==> src/rtl/clkgen_loader_pkg.sv <==
package clkgen_loader_pkg;

  // control byte bit positions (decoded by the external chip)
  localparam int unsigned CB_SEL = 0;
  localparam int unsigned CB_DAT = 2;
  localparam int unsigned CB_CLK = 3;
  localparam int unsigned CB_STB = 6;

  // fixed header, sent first, LSB first: 1, 0, 0
  localparam int unsigned HDR_W = 3;
  localparam logic [HDR_W-1:0] HDR_BITS = 3'b001;

  typedef enum logic [2:0] {
    ST_IDLE,
    ST_SETTLE,
    ST_PRE_WAIT,
    ST_PRE_STB,
    ST_BIT_WAIT,
    ST_BIT_STB,
    ST_TAIL,
    ST_FINAL
  } ldr_state_e;

  function automatic int unsigned cycles_for(input longint unsigned hz,
                                             input longint unsigned us);
    longint unsigned t;
    t = (hz * us + 64'd500000) / 64'd1000000;
    if (t == 0) t = 1;
    return 32'(t);
  endfunction

endpackage

==> src/rtl/clkgen_loader_timer.sv <==
module clkgen_loader_timer #(
  parameter int CW = 8
) (
  input  logic          clk,
  input  logic          rst_n,
  input  logic          load_i,
  input  logic [CW-1:0] val_i,
  output logic          done_o
);
  logic [CW-1:0] cnt_q;

  always_ff @(posedge clk) begin
    if (!rst_n) begin
      cnt_q <= '0;
    end else if (load_i) begin
      cnt_q <= val_i;
    end else if (cnt_q != '0) begin
      cnt_q <= cnt_q - CW'(1);
    end
  end

  // a wait loaded with N is reported finished in its N-th cycle
  assign done_o = (cnt_q <= CW'(1));
endmodule

==> src/rtl/clkgen_loader_frame.sv <==
module clkgen_loader_frame #(
  parameter int FW = 21
) (
  input  logic          clk,
  input  logic          rst_n,
  input  logic          load_i,
  input  logic [FW-1:0] frame_i,
  input  logic          shift_i,
  output logic          cur_bit_o,
  output logic          nxt_bit_o,
  output logic          last_o
);
  localparam int LW = $clog2(FW + 1);

  logic [FW-1:0] sh_q;
  logic [LW-1:0] left_q;

  always_ff @(posedge clk) begin
    if (!rst_n) begin
      sh_q   <= '0;
      left_q <= '0;
    end else if (load_i) begin
      sh_q   <= frame_i;
      left_q <= LW'(FW);
    end else if (shift_i) begin
      sh_q   <= {1'b0, sh_q[FW-1:1]};
      left_q <= left_q - LW'(1);
    end
  end

  assign cur_bit_o = sh_q[0];
  assign nxt_bit_o = sh_q[1];
  assign last_o    = (left_q == LW'(1));
endmodule

==> src/rtl/clkgen_loader.sv <==
module clkgen_loader
  import clkgen_loader_pkg::*;
#(
  parameter int unsigned CLK_HZ    = 50_000_000,
  parameter int unsigned SETTLE_US = 15000,
  parameter int unsigned STROBE_US = 26,
  parameter int unsigned TAIL_US   = 1000,
  parameter int unsigned FINAL_US  = 50000,
  parameter int          LOC_W     = 5,
  parameter int          WORD_W    = 13
) (
  input  logic              clk,
  input  logic              rst_n,
  input  logic              req_valid_i,
  output logic              req_ready_o,
  input  logic [LOC_W-1:0]  req_loc_i,
  input  logic [WORD_W-1:0] req_word_i,
  input  logic [7:0]        req_saved_i,
  output logic [7:0]        ctrl_o,
  output logic              disp_off_o,
  output logic              busy_o,
  output logic              done_o
);
  localparam int unsigned SETTLE_CYC = cycles_for(CLK_HZ, SETTLE_US);
  localparam int unsigned STROBE_CYC = cycles_for(CLK_HZ, STROBE_US);
  localparam int unsigned TAIL_CYC   = cycles_for(CLK_HZ, TAIL_US);
  localparam int unsigned FINAL_CYC  = cycles_for(CLK_HZ, FINAL_US);
  localparam int unsigned MAX_AB     = (SETTLE_CYC > FINAL_CYC) ? SETTLE_CYC : FINAL_CYC;
  localparam int unsigned MAX_CD     = (STROBE_CYC > TAIL_CYC) ? STROBE_CYC : TAIL_CYC;
  localparam int unsigned MAX_CYC    = (MAX_AB > MAX_CD) ? MAX_AB : MAX_CD;
  localparam int          CW         = $clog2(MAX_CYC + 1);
  localparam int          FW         = HDR_W + LOC_W + WORD_W;

  ldr_state_e    state_q, state_d;
  logic [7:0]    ctrl_q, ctrl_d;
  logic [7:0]    saved_q;
  logic [3:0]    loc_lo_q;
  logic          disp_q, disp_d;
  logic          busy_q, busy_d;
  logic          done_q, done_d;
  logic          pre_q, pre_d;
  logic          ph_q, ph_d;
  logic          take;

  logic          t_load;
  logic [CW-1:0] t_val;
  logic          t_done;
  logic          f_shift;
  logic          f_cur, f_nxt, f_last;

  assign req_ready_o = (state_q == ST_IDLE);
  assign take        = req_valid_i && req_ready_o;

  clkgen_loader_timer #(.CW(CW)) u_timer (
    .clk   (clk),
    .rst_n (rst_n),
    .load_i(t_load),
    .val_i (t_val),
    .done_o(t_done)
  );

  clkgen_loader_frame #(.FW(FW)) u_frame (
    .clk      (clk),
    .rst_n    (rst_n),
    .load_i   (take),
    .frame_i  ({req_word_i, req_loc_i, HDR_BITS}),
    .shift_i  (f_shift),
    .cur_bit_o(f_cur),
    .nxt_bit_o(f_nxt),
    .last_o   (f_last)
  );

  always_comb begin
    state_d = state_q;
    ctrl_d  = ctrl_q;
    disp_d  = disp_q;
    busy_d  = busy_q;
    done_d  = 1'b0;
    pre_d   = pre_q;
    ph_d    = ph_q;
    t_load  = 1'b0;
    t_val   = CW'(STROBE_CYC);
    f_shift = 1'b0;
    unique case (state_q)
      ST_IDLE: begin
        if (take) begin
          ctrl_d  = '0;
          busy_d  = 1'b1;
          t_load  = 1'b1;
          t_val   = CW'(SETTLE_CYC);
          state_d = ST_SETTLE;
        end
      end
      ST_SETTLE: begin
        if (t_done) begin
          disp_d  = 1'b1;
          ctrl_d  = '0;
          pre_d   = 1'b0;
          t_load  = 1'b1;
          state_d = ST_PRE_WAIT;
        end
      end
      ST_PRE_WAIT: begin
        if (t_done) begin
          ctrl_d[CB_STB] = 1'b1;
          state_d        = ST_PRE_STB;
        end
      end
      ST_PRE_STB: begin
        ctrl_d[CB_STB] = 1'b0;
        t_load         = 1'b1;
        if (!pre_q) begin
          ctrl_d[CB_SEL] = 1'b1;
          pre_d          = 1'b1;
          state_d        = ST_PRE_WAIT;
        end else begin
          ctrl_d[CB_DAT] = f_cur;
          ctrl_d[CB_CLK] = 1'b0;
          ph_d           = 1'b0;
          state_d        = ST_BIT_WAIT;
        end
      end
      ST_BIT_WAIT: begin
        if (t_done) begin
          ctrl_d[CB_STB] = 1'b1;
          state_d        = ST_BIT_STB;
        end
      end
      ST_BIT_STB: begin
        ctrl_d[CB_STB] = 1'b0;
        t_load         = 1'b1;
        if (!ph_q) begin
          ctrl_d[CB_CLK] = 1'b1;
          ph_d           = 1'b1;
          state_d        = ST_BIT_WAIT;
        end else if (f_last) begin
          t_val   = CW'(TAIL_CYC);
          state_d = ST_TAIL;
        end else begin
          f_shift        = 1'b1;
          ctrl_d[CB_DAT] = f_nxt;
          ctrl_d[CB_CLK] = 1'b0;
          ph_d           = 1'b0;
          state_d        = ST_BIT_WAIT;
        end
      end
      ST_TAIL: begin
        if (t_done) begin
          disp_d         = 1'b0;
          ctrl_d         = saved_q;
          ctrl_d[CB_STB] = 1'b1;
          t_load         = 1'b1;
          t_val          = CW'(FINAL_CYC);
          state_d        = ST_FINAL;
        end
      end
      ST_FINAL: begin
        if (t_done) begin
          ctrl_d         = {4'b0000, loc_lo_q};
          ctrl_d[CB_STB] = 1'b1;
          done_d         = 1'b1;
          busy_d         = 1'b0;
          state_d        = ST_IDLE;
        end
      end
      default: state_d = ST_IDLE;
    endcase
  end

  always_ff @(posedge clk) begin
    if (!rst_n) begin
      state_q  <= ST_IDLE;
      ctrl_q   <= '0;
      saved_q  <= '0;
      loc_lo_q <= '0;
      disp_q   <= 1'b0;
      busy_q   <= 1'b0;
      done_q   <= 1'b0;
      pre_q    <= 1'b0;
      ph_q     <= 1'b0;
    end else begin
      state_q <= state_d;
      ctrl_q  <= ctrl_d;
      disp_q  <= disp_d;
      busy_q  <= busy_d;
      done_q  <= done_d;
      pre_q   <= pre_d;
      ph_q    <= ph_d;
      if (take) begin
        saved_q  <= req_saved_i;
        loc_lo_q <= req_loc_i[3:0];
      end
    end
  end

  assign ctrl_o     = ctrl_q;
  assign disp_off_o = disp_q;
  assign busy_o     = busy_q;
  assign done_o     = done_q;
endmodule

==> config.mk <==
export PLATFORM = sky130hd
export DESIGN_NAME = clkgen_loader
export DESIGN_NICKNAME = d
export VERILOG_FILES = /design/src/rtl/clkgen_loader_pkg.sv /design/src/rtl/clkgen_loader_timer.sv /design/src/rtl/clkgen_loader_frame.sv /design/src/rtl/clkgen_loader.sv
export SDC_FILE = /design/constraint.sdc
export NUM_CORES = 1
export LEC_CHECK = 0
export BUFFER_PORTS_ARGS = -buffer_cell sky130_fd_sc_hd__buf_2
export CAP_MARGIN = 15
export CORE_MARGIN = 1.5
export CORE_UTILIZATION = 50
export CTS_CLUSTER_SIZE = 8
export DETAILED_ROUTE_END_ITERATION = 10
export PLACE_DENSITY = 0.69
export SYNTH_ARGS = -nofsm -noshare
export SYNTH_HDL_FRONTEND = slang
export SYNTH_HIERARCHICAL = 1
export SYNTH_SLANG_ARGS = --single-unit
==> constraint.sdc <==
create_clock -name clk -period 6.47 [get_ports clk]
set_input_delay 1.294 -clock clk [delete_from_list [all_inputs] [get_ports clk]]
set_output_delay 1.294 -clock clk [all_outputs]
set_load 0.01 [all_outputs]
* After elaboration in Yosys (flattened, before gate mapping)
Cells that the tools add are included.
Operators by class: add/sub/neg operators 2, magnitude comparators 1, equal/unequal tests 20, mux-type cells 52, bitwise operators 1, reduce and logical (&&, ||, !) cells 27
Operator list (count):
- $mux 22 | 3
- $pmux 22 s3 | 1
- $mux 21 | 2
- $mux 16 | 2
- $mux 8 | 4
- $mux 3 | 8
- $pmux 3 s8 | 1
- $le 22x1->1 const B | 1
- $reduce_bool 22->1 | 1
- $sub 22x1->22 const B | 1
- $mux 20 | 1
- $ne 2x2->1 const B | 9
- $mux 1 | 14
- $eq 3x3->1 const B | 4
- $pmux 2 s6 | 1
- $reduce_and 6->1 | 2
- $reduce_bool 2->1 | 6
- $mux 5 | 2
- $reduce_and 5->1 | 2
- $pmux 1 s2 | 4
- $pmux 1 s4 | 2
- $pmux 2 s4 | 1
- $reduce_and 8->1 | 1
- $reduce_or 2->1 | 4
- other kinds (19) | 26
Storage, ports and cells: register bits 76, output and inout bits 12

* Depth between registers and ports, before layout
depth in word-level cells 6, mapped depth 13

* Hierarchy
The synthesis kept the hierarchy.
By module, submodules not included:
- clkgen_loader | times used 1, cells each 187, area each 1507.7 sq um, seq. area each 540.5 sq um
- clkgen_loader_timer | times used 1, cells each 150, area each 1312.5 sq um, seq. area each 440.4 sq um
- clkgen_loader_frame | times used 1, cells each 138, area each 1281.2 sq um, seq. area each 520.5 sq um

* Least setup slack after synthesis
Ideal clock, no wire load.
path kind reg-to-reg, start register u_timer.cnt_q[17], end register u_timer.cnt_q[4], library setup time 0.116 ns, arrival 3.079 ns, required time 6.354 ns, slack 3.275 ns, stages on the path, launching flop included 13, clock period less this slack 3.195 ns, cell sequence dfxtp_1 > or4_4 > or3_4 > or2_4 > nor4_1 > clkbuf_1 > nand2_1 > o21ai_0 > a21o_1 > buf_4 > inv_1 > clkbuf_1 > o211a_1
Between the ends: word-level cells in the longest chain between the ends 4, elaborated cells between the ends (all ways) 8, classes of those cells order compare: 1; mux: 5; reduce/logical: 2
Ends and longest elaborated chain:
- from (decl) | line clkgen_loader_timer.sv:10 | logic [CW-1:0] cnt_q;
- from (signal assigned) | line clkgen_loader_timer.sv:16 | cnt_q <= val_i;
- from (signal assigned) | line clkgen_loader_timer.sv:18 | cnt_q <= cnt_q - CW'(1);
- $le 22x1->1 * | line clkgen_loader_timer.sv:23 | assign done_o = (cnt_q <= CW'(1));
- net t_done | line clkgen_loader.sv:47 | logic t_done;
- $mux 1 * | line clkgen_loader.sv:95, clkgen_loader.sv:148
- $pmux 1 s3 * | line clkgen_loader.sv:84 | unique case (state_q)
- net t_load | line clkgen_loader.sv:45 | logic t_load;
- $mux 22 / $reduce_bool 2->1 (equally long branches)
Mark *: on every way through the listed nets, which the timed path passes. The rest lies on a longest branch. A chain may end at the register's enable or synchronous reset.

* Worst setup path after layout
start register u_timer.cnt_q[17], end register u_timer.cnt_q[13]
Same word-level chain as after synthesis.

==> impl_metrics.tcl <==
set metrics [dict create \
    dp_slack_ns 2.394 \
    hold_path.class "flip-flop to flip-flop" \
    powerDensity_nw_per_um2 433.3 \
    yosys_warnings 6 \
    cts-root-buf "clkbuf_8" \
    h-tree-depth 3 \
    worstMarginPinSlew_ns 0.8782 \
    dpl.hpwl_mm 5.595 \
    synth_common_cells "75 x dfxtp_1, 61 x nand2_1, 38 x o21ai_0" \
    min_to "saved_q[2]" \
    grt_pass1_vias 3273 \
    pwr-share-clk_pct 24.3 \
    hold_depth 2 \
    power.internal_mw 1.195 \
    fin_nets 537 \
    cts.path.max_buffers 2 \
    status "finished, final reports clean" \
    final.period_utilization_pct 64.16 \
    synth_area_sq_um 4101 \
    setup_tns_ns 0 \
    antenna_found_initial 0 \
    p_switching_uw 770.2 \
    drive_gt1_share_pct 18.27 \
    place_congestion 0.7907 \
    io_pins 41 \
    ys_async_sr_fraction_pct 0 \
    pwr-share-seq_pct 36.0 \
    antenna_cells 0 \
    clk-insertion-delay-late_ns 0.35 \
    cap_violations 0 \
    grt.total_usage_pct 21.05 \
    die_h_um 93.57 \
    worst_slack_ns 2.319 \
    grt_max_degree 75 \
    initial_core_util_pct 52.26 \
    fin_worst_skew_ns 0.01115 \
    postCtsSetupBuffers 0 \
    syn_inst 475 \
    rrSetupSlack_ns 2.32 \
    dp_cells 595 \
    yosysMostFrequentCell "dfxtp_1" \
    synth_top_area_cell "dfxtp_1" \
    final_cell_count_no_fill 611 \
    critPathCaptureType "flip-flop" \
    cts_tree "done" \
    postCtsHoldBufs 0 \
    path_clk_slew_ns 0.08 \
    synth_edf_count 0 \
    leakage_nw 1.713 \
    grt_overflow 0 \
    clock-sinks 75 \
    drt_wl_total_mm 8.546 \
    fillCellCount 765 \
    yosysSeqAreaShare_pct 36.61 \
    slew-limit-headroom_pct 41.37 \
    holdCritStartpoint "saved_q[2]" \
    worstPathMaxFanout 25 \
    worstSetupPathType "flip-flop to flip-flop" \
    fin_util_pct 57.80 \
    postSynthAreaPerCell_sq_um 8.635 \
    rows 32 \
    comb_power_share_pct 39.7 \
    peakVddDrop_mv 0.1777 \
    maxSlewViolCount 0 \
    synthFlopType "dfxtp_1" \
    synth.top_cells.by_area "dfxtp_1 37%, mux2i_1 6.6%, nand2_1 5.6%" \
    finalSetupViolations 0 \
    via_per_inst 5.534 \
    ctsResizeCount 0 \
    hold_viol_final 0 \
    synth.distinct_cells 69 \
    fin_crit_ns 4.151 \
    antenna_violating_nets_post_route 0 \
    vias 3381 \
    start_kind "flip-flop" \
    drcViolationCount 0 \
    cts_buffers 9 \
    required_ns 6.70 \
    coreArea_sq_um 7848 \
    area_growth_pct 10.59 \
    crit_arrival_ns 4.38 \
    drt_pass1_iterations 4 \
    grt_pass1_wl_mm 14.77 \
    die_area_sq_um 8755 \
    timing.rr.end "u_timer/cnt_q[13]" \
    grt_setup_unrepaired "false" \
    synth_top_area_share_pct 36.61 \
    rr_worst_depth 11 \
    ys_ff_latch 75 \
    port_buffers 39 \
    r2r_start "u_timer/cnt_q[17]" \
    post_drt_wl_per_cell_um 13.99 \
    sw_frac_of_total_pct 39.19 \
    timing.fmax_mhz 240.9 \
    fp.dieW_um 93.57 \
    drt_iter0_drc 175 \
]
==> area by class of cell <==
type | count | area (sq um) | area share [%]
well taps | 102 | 127.6 | 2.814
multi-input cells | 359 | 2355 | 51.92
inverters | 16 | 62.56 | 1.379
clock inverters | 6 | 136.4 | 3.007
repair buffers | 43 | 225.2 | 4.966
flip-flops and latches | 75 | 1501 | 33.10
clock buffers | 10 | 127.6 | 2.814
==> worst max path at each step <==
stage	from	end	slack [ns]	cells after the start
2_1_floorplan	u_timer/cnt_q[17]	u_timer/cnt_q[4]	3.27	12
3_3_place_gp	u_timer/cnt_q[17]	u_timer/cnt_q[13]	2.39	11
5_1_grt	u_timer/cnt_q[17]	u_timer/cnt_q[13]	2.08	11
6_report	u_timer/cnt_q[17]	u_timer/cnt_q[13]	2.32	11
3_5_place_dp	u_timer/cnt_q[17]	u_timer/cnt_q[13]	2.39	11
4_1_cts	u_timer/cnt_q[17]	u_timer/cnt_q[13]	2.36	11
==> worst max-delay path, cell delays in order (launching register included) <==
cell	delay (ns)
dfxtp_1	0.35
or4_4	0.55
or3_4	0.38
or2_4	0.29
nor4_1	0.24
buf_4	0.24
o21ai_0	0.17
o21ai_4	0.25
a21o_1	0.51
inv_1	0.53
nand2_1	0.38
o21ai_0	0.13
==> power by group through the flow <==
stage               clock, mW  sequential [mW]  combinational, mW
finish                  0.478            0.707              0.781
global route            0.502            0.725              0.870
CTS                     0.483            0.706              0.782
detailed placement          0            0.716              0.777
global placement            0            0.709              0.758
floorplan                   0            0.677              0.684
==> layout by cell type, fill, tap and decap left out, types with 8 or more instances in the layout <==
master	Yosys	final
a21boi_0	8	8
a21boi_2	9	9
a21oi_1	16	16
and2_1	23	23
buf_2	6	39
clkbuf_8	0	9
conb_1	2	9
dfxtp_1	75	75
inv_1	15	15
mux2i_1	27	27
nand2_1	61	61
nand3_1	12	12
nand4_1	8	8
nor2_1	20	20
o21ai_0	38	38
o21ai_1	11	11
xnor2_1	8	8
==> stage by stage <==
stage          power [mW]  hold slack, ns  instance area, sq um
2_1_floorplan       1.361          0.4435                  4128
3_3_place_gp        1.468          0.4504                  4272
3_5_place_dp        1.493          0.4586                  4272
4_1_cts             1.972          0.4703                  4536
5_1_grt             2.097          0.4844                  4536
6_report            1.965          0.4655                  4536
==> flip-flops by register name, summed over array words and instances (netlist names), 3 cells and up <==
name,count
saved_q,7
ctrl_o,8
u_frame/left_q,5
loc_lo_q,4
u_frame/sh_q,21
u_timer/cnt_q,22
state_q,3
==> cell families after synthesis <==
logic type | Yosys count | share of synthesized area [%]
other | 2 | 0.1831
multiplexers | 29 | 7.138
AND/OR/NAND/NOR | 185 | 25.81
adder cells (fa/ha/maj) | 4 | 1.220
flip-flops | 75 | 36.61
buffers and inverters | 48 | 6.620
AO/OA/AOI/OAI | 122 | 20.29
XOR/XNOR | 10 | 2.136
==> metal layers <==
metal / wire length [um] / GRT usage, %
met4: 209 / 9.826
met3: 249 / 3.496
met2: 4025 / 35.21
met5: 0 / 0
met1: 4062 / 26.29
Note: power is estimated with default switching activity, not from simulation.
